$ cat config.mk
export PLATFORM = sky130hd
export DESIGN_NAME = ld_lane_rot
export DESIGN_NICKNAME = d
export VERILOG_FILES = /design/src/rtl/ld_lane_rot.sv
export SDC_FILE = /design/constraint.sdc
export NUM_CORES = 1
export LEC_CHECK = 0
export CELL_PAD_IN_SITES_DETAIL_PLACEMENT = 0
export CELL_PAD_IN_SITES_GLOBAL_PLACEMENT = 1
export CORE_UTILIZATION = 35
export CTS_BUF_LIST = sky130_fd_sc_hd__clkbuf_8 sky130_fd_sc_hd__clkbuf_16
export CTS_CLUSTER_DIAMETER = 30
export CTS_CLUSTER_SIZE = 14
export DETAILED_ROUTE_END_ITERATION = 10
export DONT_BUFFER_PORTS = 1
export PLACE_DENSITY_LB_ADDON = 0.1
export REMOVE_ABC_BUFFERS = 1
export SETUP_SLACK_MARGIN = 0.1
export SLEW_MARGIN = 40
export SYNTH_ARGS = -nofsm -noshare
export SYNTH_HDL_FRONTEND = slang
export SYNTH_SLANG_ARGS = --single-unit
$ cat constraint.sdc
create_clock -name clk -period 0.9 [get_ports clk]
set_input_delay 0.09 -clock clk [delete_from_list [all_inputs] [get_ports clk]]
set_output_delay 0.09 -clock clk [all_outputs]
set_load 0.05 [all_outputs]
$ cat src/rtl/ld_lane_rot.sv
module ld_lane_rot #(
  parameter int DW = 32
) (
  input  logic          clk,
  input  logic          rst_n,
  input  logic          in_vld,
  input  logic          is_load,
  input  logic          is_byte,
  input  logic          big_end,
  input  logic [1:0]    addr_lo,
  input  logic [DW-1:0] din,
  output logic          out_vld,
  output logic [DW-1:0] result
);
  localparam int NB = DW / 8;

  logic [DW-1:0] rot_w;
  logic [DW-1:0] nxt;
  logic [7:0]    sel_b;
  logic [1:0]    lane;

  assign rot_w = (din >> (8 * addr_lo)) | (din << (DW - 8 * addr_lo));
  assign lane  = big_end ? (2'd3 - addr_lo) : addr_lo;
  assign sel_b = din[8*lane +: 8];

  always_comb begin
    case ({is_load, is_byte})
      2'b11:   nxt = {{(DW-8){1'b0}}, sel_b};
      2'b10:   nxt = (addr_lo == 2'd0) ? din : rot_w;
      2'b01:   nxt = {NB{din[7:0]}};
      default: nxt = din;
    endcase
  end

  always_ff @(posedge clk or negedge rst_n) begin
    if (!rst_n) begin
      out_vld <= 1'b0;
      result  <= '0;
    end else begin
      out_vld <= in_vld;
      if (in_vld) result <= nxt;
    end
  end

  a_r2_vld_delay: assert property (@(posedge clk) disable iff (!rst_n)
    out_vld == $past(in_vld));

  a_r10_hold_idle: assert property (@(posedge clk) disable iff (!rst_n)
    !$past(in_vld) |-> $stable(result));

  a_r8_word_store_pass: assert property (@(posedge clk) disable iff (!rst_n)
    $past(in_vld && !is_load && !is_byte) |-> result == $past(din));

  a_r9_byte_store_rep: assert property (@(posedge clk) disable iff (!rst_n)
    $past(in_vld && !is_load && is_byte) |-> result == {NB{$past(din[7:0])}});

  a_r6_r7_byte_zero_ext: assert property (@(posedge clk) disable iff (!rst_n)
    $past(in_vld && is_load && is_byte) |-> result[DW-1:8] == '0);

  a_r3_r4_rot_keeps_bits: assert property (@(posedge clk) disable iff (!rst_n)
    $past(in_vld && is_load && !is_byte) |-> $countones(result) == $countones($past(din)));

  a_r1_reset_clear: assert property (@(posedge clk)
    !rst_n |=> (out_vld == 1'b0));
endmodule

; After elaboration in Yosys (flattened, before gate mapping)
; Index checks and enable logic that the tools add are counted.
[word_totals]
register_bits = 33
in_bits = 40
output_inout_bits = 33
elab_cells = 15
[classes]
add_sub_neg = 2
eq_ne = 3
n_shift = 3
n_mux = 3
bitwise = 1
reduce_logical = 1
[ops]
columns = op, n
row1 = case mux 32 bit (3 select lines), 1
row2 = 2-to-1 mux 32 bit, 1
row3 = OR 32 bit, 1
row4 = variable part select 32 x 6 -> 8 bit, 1
row5 = << shifter 32 x 32 -> 32 bit, 1
row6 = right shift 32 x 5 -> 32 bit, 1
row7 = subtractor 6 x 5 -> 7 bit (first input constant), 1
row8 = == test 2 bit (second input constant), 2
row9 = == test 2 x 1 -> 1 bit (second input constant), 1
row10 = zero test 2 bit, 1
row11 = 2-to-1 mux 2 bit, 1
row12 = subtractor 2 bit (first input constant), 1

; Logic depth before layout (Yosys ltp)
; Gate-level depths: netlist (run 1).
[depth]
ltp_word = 5
ltp_mapped = 11
mapped_depth_nobuf = 7

; Least setup slack after synthesis (run 1)
; No wires, ideal clock.
[synth_path]
path_type = input port to flip-flop
from = in addr_lo[1]
to = reg result[28]
setup_time_ns = 0.126
arrival_ns = 1.812
slack_ns = -1.038
stages = 10
path_cell_list = buf_4 -> buf_2 -> inv_1 -> ha_1 -> buf_6 -> buf_6 -> mux2i_1 -> nand2_1 -> a32o_1 -> a221o_1
[synth_via]
elab_chain_len = 5
elab_cells_between_ends = 7
classes_between = add/sub (1) / shift (2) / mux (2) / bitwise (1) / reduce/logical (1)
[synth_rtl]
columns = element, line
row1 = start: declaration, 10  ; input logic [1:0] addr_lo,
row2 = subtractor 6 x 5 -> 7 bit, 22  ; assign rot_w = (din >> (8 * addr_lo)) | (din << (DW - 8 * addr_lo));
row3 = << shifter 32 x 32 -> 32 bit, 22
row4 = OR 32 bit, 22
row5 = 2-to-1 mux 32 bit (*), 29  ; 2'b10: nxt = (addr_lo == 2'd0) ? din : rot_w;
row6 = case mux 32 bit (3 select lines) (*), 27  ; case ({is_load, is_byte})
row7 = end signal: assignment, 41  ; if (in_vld) result <= nxt;
row8 = end: declaration, 13  ; output logic [DW-1:0] result
; Mark *: on every way between the ends. The rest lies on a longest branch, timed or not.
; A chain may end at the register's enable or synchronous reset.

; Worst setup path in the final report (run 1)
[layout_path]
from = in addr_lo[0]
to = reg result[28]
; The elaborated chain is that of the path after synthesis.

==> results of run 1 <==
[cells in the final DEF, fill, tap and decap left out, types with 3 or more instances in the layout]
cell type       n
a22oi_1         9
buf_4          58
a221oi_1        4
inv_1           8
o221ai_2        6
a21oi_1        38
o22ai_1        11
and2_1          4
nor2_1         49
a22oi_2         4
nor2b_1        12
nand2b_1        5
a221oi_2        3
nor2_2          3
nor3_1          3
nor2b_2         3
dlygate4sd3_1   8
mux2_2          4
buf_12          5
o2bb2ai_1       3
o21ai_1         8
o21ai_0        24
a31oi_1        16
and2_4          3
a21oi_2         4
nor3_2          3
a221o_1         3
a2bb2oi_1       4
dfrtp_1        33
nand2_1        31
o221ai_1        4
mux2i_1        45
buf_6          44
nand2_2         4
o211ai_1        4
clkbuf_8        6
[layout make-up]
type,count,area share [%]
Multi-Input combinational cell,369,53.9
Sequential cell,33,16.0
Timing Repair Buffer,119,23.2
Clock buffer,6,1.60
Tap cell,133,3.23
Inverter,10,1.34
Clock inverter,2,0.656
[how the worst max path moves through the flow]
stage                          start    endpoint
after floorplan           addr_lo[0]  result[26]
after global placement    addr_lo[0]   result[8]
after detailed placement  addr_lo[0]   result[7]
after CTS                 addr_lo[0]  result[28]
after global routing      addr_lo[1]  result[28]
final                     addr_lo[0]  result[28]
[logic make-up (layout without fill, tap and decap cells)]
group	after synthesis	after routing	share of synthesized area (%)
XOR/XNOR	2	2	0.994
adder cells (fa/ha/maj)	2	2	0.685
multiplexers	54	54	15.7
flip-flops	33	33	22.6
AND/OR/NAND/NOR	141	141	18.4
buffers and inverters	59	137	10.8
AO/OA/AOI/OAI	170	170	30.9
[synthesized netlist by cell type (all sizes together), types with 7 or more instances]
master and number:
and2 7, clkbuf 28, buf 21, nor2b 16
mux2i 47, nor2 54, a31oi 16, a22oi 13
a221oi 7, o22ai 12, a21oi 42, inv 10
o21ai 34, o221ai 10, nand2 37, dfrtp 33
[power groups by stage]
stage	clock network (mW)	registers (mW)	logic, mW
3_5_place_dp	0	1.81	2.48
2_1_floorplan	0	2.45	0.993
3_3_place_gp	0	1.80	2.49
6_report	1.57	1.81	3.19
4_1_cts	1.58	1.81	2.92
5_1_grt	1.67	1.82	3.38
[worst reg2reg max path: cells and delay by family (launching register included)]
family	cells	cell delay (ps)
AO/OA/AOI/OAI	3	380
flip-flops	1	400
[through the flow]
step           hold slack (ps)  power (mW)
6_report                  -529        6.56
5_1_grt                   -550        6.87
3_5_place_dp              -204        4.29
2_1_floorplan             -206        3.45
4_1_cts                   -532        6.31
3_3_place_gp              -204        4.28
[registers in the layout, summed over array words and instances, names as in the netlist]
name / flops
out_vld: 1
result: 32
[per-layer routing]
layer  GRT usage (%)  up-vias  wire (microns)
met1            35.4     1927            6440
met4            6.94        0             221
met2            41.8      115            6660
met5               0        -               0
met3            5.26       14             941
li1                -     1871               -
[what timing repair did]
| item | in CTS | in global routing |
|---|---|---|
| hold buffers | 7 | 1 |
| hold endpoints to repair | 57 | 52 |
| gates cloned | 1 | 1 |
| setup buffers | 12 | 13 |
| gates resized for setup | 97 | 50 |
| pin swaps | 36 | 42 |
| setup endpoints to repair | 65 | 65 |
==> results.sh, run 1 <==
export IMPL_relSlewSlack_pct=67.7
export IMPL_dieArea_sq_um=10800
export IMPL_timing_setup_tns_ps=-9320
export IMPL_finalHoldViolCount=52
export IMPL_max_stage_delay_ps=300
export IMPL_crit_family="compound AO/OA/AOI/OAI gates"
export IMPL_clock_sinks=33
export IMPL_grt_pass1_vias=3892
export IMPL_yosys_area_top_type_share_pct=22.6
export IMPL_yosysTopAreaCell="dfrtp_1"
export IMPL_min_path_type="in2async"
export IMPL_crit_fanout=72
export IMPL_grt_usage_pct=26.0
export IMPL_ys_types=60
export IMPL_critPathArrivalTime_ps=1440
export IMPL_drc=0
export IMPL_async_flop_share_pct=100
export IMPL_slew_violations=0
export IMPL_whs_ps=-529
export IMPL_htreeDepth=2
export IMPL_fin_crit_ps=1250
export IMPL_ys_ff_latch=33
export IMPL_cts_buffers=5
export IMPL_place_congestion=0.855
export IMPL_drt_pass1_iterations=4
export IMPL_slowest_stage="ha_4"
export IMPL_seq_area_sq_um=826
export IMPL_timing_critical_path_cells="inv_16, ha_4, buf_8, mux2i_4, nand2_1, a32o_1, a221o_1"
export IMPL_drt_total_wl_microns=14300
export IMPL_vdd_ir_drop_max_mv=0.897
export IMPL_rsz0062_at_grt="true"
export IMPL_die_height_microns=104
export IMPL_place_ws_ps=-871
export IMPL_syn_to_final_growth_pct=41.0
export IMPL_reg2reg_from="result[9]"
export IMPL_finalSetupViolCount=65
export IMPL_chipWidth_microns=104
export IMPL_p_clk_share_pct=23.9
export IMPL_overflow=0
export IMPL_violations="hold timing, setup timing"
export IMPL_power_switching_mw=2.46
export IMPL_crit_path_end_kind="flop"
export IMPL_fin_nets=580
export IMPL_multiInputGateArea_sq_um=2780
export IMPL_pwr_density_cell_nw_per_um2=1270
export IMPL_port_buffers=0
export IMPL_p_leak_nw=2.15
export IMPL_timing_reg2reg_setup_slack_ps=0
export IMPL_p_int_mw=4.10
export IMPL_synth_edf_count=0
export IMPL_place_hpwl_microns=9240
export IMPL_drt_iter0_markers=290
export IMPL_cp_required_ps=1090
export IMPL_avgSynthCellArea_sq_um=7.92
export IMPL_avgRoutedWirePerCell_microns=21.2
export IMPL_worst_setup_path_type="in2reg"
export IMPL_cts_tree="built"
export IMPL_drive_above_1_share_pct=35.6
export IMPL_path_depth=7
export IMPL_ios=73
export IMPL_syn_inst=461
export IMPL_yosys_warnings=0
export IMPL_path_clk_slew_ps=80
export IMPL_antenna_found_initial=0
export IMPL_clk_latency_ps=300
export IMPL_drv_cap=0
export IMPL_seqPwrFrac_pct=27.5
export IMPL_r2r_end="result[9]"
export IMPL_cts_buffer_depth=2
export IMPL_start_kind="input port"
export IMPL_cp_buffers_inverters=2
export IMPL_fp_coreArea_sq_um=9950
export IMPL_antenna_cells=0
export IMPL_clock_fmax_mhz=802
export IMPL_rows=36
export IMPL_finalNonFillerCells=672
export IMPL_outcome="complete, but fails checks"
export IMPL_worst_pin_slew_ps=484
export IMPL_syn_area_sq_um=3650
export IMPL_power_frac_comb_pct=48.6
export IMPL_grt_max_degree=73
export IMPL_fillCellCount=943
export IMPL_vias=3927
export IMPL_place_area_sq_um=4140
export IMPL_r2r_cells=3
export IMPL_yosysSeqAreaShare_pct=22.6
export IMPL_grt_pass1_wl_microns=22100
export IMPL_clock_skew_ps=0
export IMPL_worst_slack_ps=-347
export IMPL_drt_vias_per_instance=5.84
export IMPL_cts_root_buf="clkbuf_8"
export IMPL_start_util_pct=36.7
export IMPL_ant_nets=0
export IMPL_synth_main_ff_cell="dfrtp_1"
export IMPL_place_inst=630
export IMPL_final_util_pct=51.7
export IMPL_fin_crit_sh_pct=139
export IMPL_sw_frac_of_total_pct=37.5
export IMPL_synthTopCellsByArea="dfrtp_1 (23%), mux2i_1 (13%), a21oi_1 (5.8%)"
export IMPL_stdcell_area_sq_um=5150
Note: power is estimated with default switching activity, not from simulation.
==> run 2, diff against run 1 <==
SETUP_SLACK_MARGIN = default   (was 0.1)
==> results.sh, run 2 (synthesis results as in run 1) <==
export IMPL_clk_latency_ps=300
export IMPL_largestRegisters="result (32), out_vld (1)"
export IMPL_stdcell_area_sq_um=5150
export IMPL_drt_vias_per_instance=5.95
export IMPL_place_area_sq_um=4140
export IMPL_max_stage_delay_ps=250
export IMPL_critPathArrivalTime_ps=1450
export IMPL_antenna_found_initial=0
export IMPL_grt_pass1_vias=3909
export IMPL_worst_setup_path_type="in2reg"
export IMPL_cts_buffer_depth=2
export IMPL_seq_area_sq_um=826
export IMPL_overflow=0
export IMPL_worst_slack_ps=-341
export IMPL_start_kind="input port"
export IMPL_port_buffers=0
export IMPL_cp_buffers_inverters=4
export IMPL_cts_root_buf="clkbuf_8"
export IMPL_violations="hold timing, setup timing"
export IMPL_fin_nets=583
export IMPL_grt_usage_pct=27.0
export IMPL_drc=0
export IMPL_fp_coreArea_sq_um=9950
export IMPL_grt_pass1_wl_microns=22800
export IMPL_grt_max_degree=73
export IMPL_cts_tree="built"
export IMPL_dieArea_sq_um=10800
export IMPL_worst_pin_slew_ps=437
export IMPL_top_register="result"
export IMPL_place_ws_ps=-871
export IMPL_syn_to_final_growth_pct=41.0
export IMPL_pwr_density_cell_nw_per_um2=1270
export IMPL_fin_crit_ps=1240
export IMPL_clock_skew_ps=0
export IMPL_place_congestion=0.855
export IMPL_crit_top_cell="buf_8"
export IMPL_multiInputGateArea_sq_um=2760
export IMPL_vdd_ir_drop_max_mv=0.889
export IMPL_fillCellCount=953
export IMPL_path_depth=9
export IMPL_clock_sinks=33
export IMPL_fin_crit_sh_pct=138
export IMPL_crit_path_end_kind="flop"
export IMPL_outcome="complete, but fails checks"
export IMPL_drt_iter0_markers=284
export IMPL_antenna_cells=0
export IMPL_crit_family="compound AO/OA/AOI/OAI gates"
export IMPL_whs_ps=-7.25
export IMPL_place_hpwl_microns=9240
export IMPL_slowest_stage="a221oi_2"
export IMPL_avgRoutedWirePerCell_microns=21.6
export IMPL_largest_reg_flops=32
export IMPL_start_util_pct=36.7
export IMPL_ios=73
export IMPL_cp_required_ps=1110
export IMPL_htreeDepth=2
export IMPL_finalSetupViolCount=65
export IMPL_ant_nets=0
export IMPL_rsz0062_at_grt="true"
export IMPL_p_leak_nw=2.16
export IMPL_r2r_cells=3
export IMPL_cts_buffers=5
export IMPL_final_cell_mix="buf_4 (60), nor2_1 (48), mux2i_1 (47)"
export IMPL_timing_critical_path_cells="inv_16, buf_8, ha_4, buf_6, buf_8, a2bb2oi_2, o221ai_2, a21oi_2, a221oi_2"
export IMPL_drv_cap=0
export IMPL_chipWidth_microns=104
export IMPL_rows=36
export IMPL_drive_above_1_share_pct=35.1
export IMPL_slew_violations=0
export IMPL_drt_total_wl_microns=14600
export IMPL_clock_fmax_mhz=806
export IMPL_die_height_microns=104
export IMPL_vias=4014
export IMPL_path_clk_slew_ps=80
export IMPL_min_path_type="in2reg"
export IMPL_hold_depth=2
export IMPL_crit_fanout=72
export IMPL_relSlewSlack_pct=70.9
export IMPL_layout_commonest_cell="buf_4"
export IMPL_drt_pass1_iterations=5
export IMPL_finalHoldViolCount=1
==> run 2: what timing repair did <==
item                       CTS  global route
hold endpoints to repair    57             2
hold buffers                12             2
gates resized for setup     94            39
setup endpoints to repair   65            65
pin swaps                   35            38
setup buffers               12            10
gates cloned                 1             0
==> run 2: routing by layer <==
metal	track usage, %	routed length (microns)	up-vias
met3	4.82	874	26
met4	7.24	327	0
met2	42.8	6710	147
met1	37.4	6680	1969
li1	-	-	1872
met5	0	0	-
==> run 2: final timing paths <==
path | slack, ps | end | from
setup / recovery | -340 | result[1] | addr_lo[0]
hold / removal | -7 | result[4] | in_vld
setup reg to reg | 10 | result[9] | result[9]
hold reg to reg | 520 | result[19] | result[19]
max in group asynchronous | 460 | result[3] | rst_n
min in group asynchronous | 240 | result[0] | rst_n
==> run 2: area by class of cell <==
type / count / share of cell area (%)
Timing Repair Buffer: 122 / 23.4
Tap cell: 133 / 3.23
Clock buffer: 6 / 1.60
Inverter: 10 / 1.34
Sequential cell: 33 / 16.0
Clock inverter: 2 / 0.656
Multi-Input combinational cell: 369 / 53.7
==> run 2: power breakdown <==
| part | internal (mW) | switching, mW |
|---|---|---|
| combinational | 1.49 | 1.69 |
| clock | 0.894 | 0.673 |
| sequential | 1.67 | 0.137 |
==> run 2: through the flow <==
stage / hold WS, ps / cells / utilization (%) / power, mW / TNS (ps)
floorplan: -206 / 412 / - / 3.45 / -24540
CTS: -13.9 / 663 / 49.1 / 6.40 / -7330
global placement: -204 / 630 / 41.6 / 4.28 / -21940
global route: 6.08 / 675 / 51.7 / 6.86 / -10990
finish: -7.25 / 675 / 51.7 / 6.55 / -9230
detailed placement: -204 / 630 / 41.6 / 4.29 / -23040
==> run 2: worst register-to-register path, cell delays in order, from the launching register on <==
cell and delay, ps:
dfrtp_1 400, o2bb2ai_1 130, a31oi_1 150, o31ai_1 90
==> run 3, diff against run 2 <==
CORE_MARGIN = 1.5   (was default)
SKIP_LAST_GASP = 1   (was default)
==> results.sh, run 3 (synthesis results as in run 1) <==
export IMPL_top_layer_used="met4"
export IMPL_relSlewSlack_pct=71.4
export IMPL_start_kind="input port"
export IMPL_slew_violations=0
export IMPL_fin_crit_ps=1240
export IMPL_r2r_end="result[9]"
export IMPL_worst_setup_path_type="in2reg"
export IMPL_route_met2_wl_microns=6880
export IMPL_reg2reg_from="result[9]"
export IMPL_crit_path_start="addr_lo[0]"
export IMPL_place_hpwl_microns=9420
export IMPL_cts_root_buf="clkbuf_8"
export IMPL_syn_to_final_growth_pct=40.5
export IMPL_cts_tree="built"
export IMPL_endpoint="result[28]"
export IMPL_min_path_type="in2reg"
export IMPL_avgRoutedWirePerCell_microns=21.3
export IMPL_port_buffers=0
export IMPL_worst_pin_slew_ps=425
export IMPL_cts_buffers=5
export IMPL_ant_nets=0
export IMPL_drt_total_wl_microns=14600
export IMPL_stdcell_area_sq_um=5130
export IMPL_final_util_pct=50.1
export IMPL_top_register="result"
export IMPL_r2r_cells=3
export IMPL_grt_pass1_wl_microns=22700
export IMPL_grt_usage_pct=26.5
export IMPL_antenna_found_initial=0
export IMPL_drc=0
export IMPL_finalHoldViolCount=1
export IMPL_path_clk_slew_ps=90
export IMPL_place_ws_ps=-784
export IMPL_htreeDepth=2
export IMPL_clock_sinks=33
export IMPL_drt_pass1_iterations=5
export IMPL_outcome="complete, but fails checks"
export IMPL_drive_above_1_share_pct=35.9
export IMPL_finalSetupViolCount=65
export IMPL_grt_max_degree=73
export IMPL_whs_ps=-17.4
export IMPL_clk_latency_ps=300
export IMPL_critPathArrivalTime_ps=1430
export IMPL_fin_nets=590
export IMPL_drt_iter0_markers=275
export IMPL_dieArea_sq_um=11100
export IMPL_cp_required_ps=1090
export IMPL_finalPower_mw=6.19
export IMPL_finalNonFillerCells=685
export IMPL_antenna_cells=0
export IMPL_place_inst=638
export IMPL_final_cell_mix="buf_4 (63), nor2_1 (50), buf_6 (46)"
export IMPL_layout_commonest_cell="buf_4"
export IMPL_die_height_microns=105
export IMPL_violations="hold timing, setup timing"
export IMPL_crit_fanout=72
export IMPL_rows=37
export IMPL_vdd_ir_drop_max_mv=0.602
export IMPL_ios=73
export IMPL_clock_fmax_mhz=805
export IMPL_fp_coreArea_sq_um=10200
export IMPL_crit_path_end_kind="flop"
export IMPL_cts_buffer_depth=2
export IMPL_vias=4043
export IMPL_fillCellCount=1006
export IMPL_place_congestion=0.856
export IMPL_dr_wl_met3_microns=1030
export IMPL_rsz0062_at_grt="true"
export IMPL_chipWidth_microns=105
export IMPL_grt_pass1_vias=3964
export IMPL_place_area_sq_um=4140
export IMPL_largest_reg_flops=32
export IMPL_worst_slack_ps=-343
export IMPL_pwr_density_cell_nw_per_um2=1210
export IMPL_overflow=0
export IMPL_drt_vias_per_instance=5.90
export IMPL_m1WireLength_microns=6410
export IMPL_largestRegisters="result (32), out_vld (1)"
export IMPL_timing_setup_tns_ps=-9120
export IMPL_clock_skew_ps=0
export IMPL_fin_crit_sh_pct=138
export IMPL_drv_cap=0
export IMPL_timing_reg2reg_setup_slack_ps=-30
export IMPL_start_util_pct=35.7
export IMPL_p_leak_nw=2.14
## run 3: cell count changes in the layout (fill, tap and decap cells not counted), sizes merged
cell | before | now
buf | 110 | 115
dlygate4sd3 | 12 | 14
inv | 11 | 13
bufinv | 1 | 0
clkbuf | 6 | 5
## run 3: final cells by class
| class | count | area [sq um] | share of cell area [%] |
|---|---|---|---|
| well taps | 136 | 170 | 3.32 |
| flip-flops and latches | 33 | 826 | 16.1 |
| inverters | 10 | 60.1 | 1.17 |
| clock inverters | 3 | 11.3 | 0.220 |
| clock buffers | 5 | 68.8 | 1.34 |
| multi-input cells | 369 | 2760 | 53.9 |
| repair buffers | 129 | 1230 | 24.0 |
## run 3: power by group
part           switching, mW  internal [mW]
sequential             0.135           1.67
combinational           1.70           1.51
clock                  0.662          0.518
total                   2.50           3.70
## run 3: worst min-delay path by stage
| stage | start | cells past startpoint | slack [ps] | end |
|---|---|---|---|---|
| 2_1_floorplan | rst_n | 0 | -210 | out_vld |
| 3_3_place_gp | rst_n | 0 | -200 | result[12] |
| 3_5_place_dp | rst_n | 0 | -200 | result[12] |
| 4_1_cts | in_vld | 1 | 2 | out_vld |
| 5_1_grt | din[24] | 2 | 3 | result[24] |
| 6_report | din[24] | 2 | -20 | result[24] |
## run 3: routing by layer
metal	GRT usage, %	vias up
met5	0	-
li1	-	1882
met1	35.7	1964
met2	42.4	175
met4	8.02	0
met3	5.30	22
## run 3: repair_timing
item                                    in CTS  in global routing
endpoints found under the hold margin       57                  3
pin swaps                                   33                 46
setup buffers                               15                  9
endpoints found under the setup margin      65                 65
gates resized for setup                     90                 48
hold buffers                                13                  3
## run 3: worst max-delay path: stages
cell and delay, ps:
inv_12 30, ha_4 280, buf_8 130, mux2i_4 240
nand2_1 70, a32o_1 250, a221o_1 280
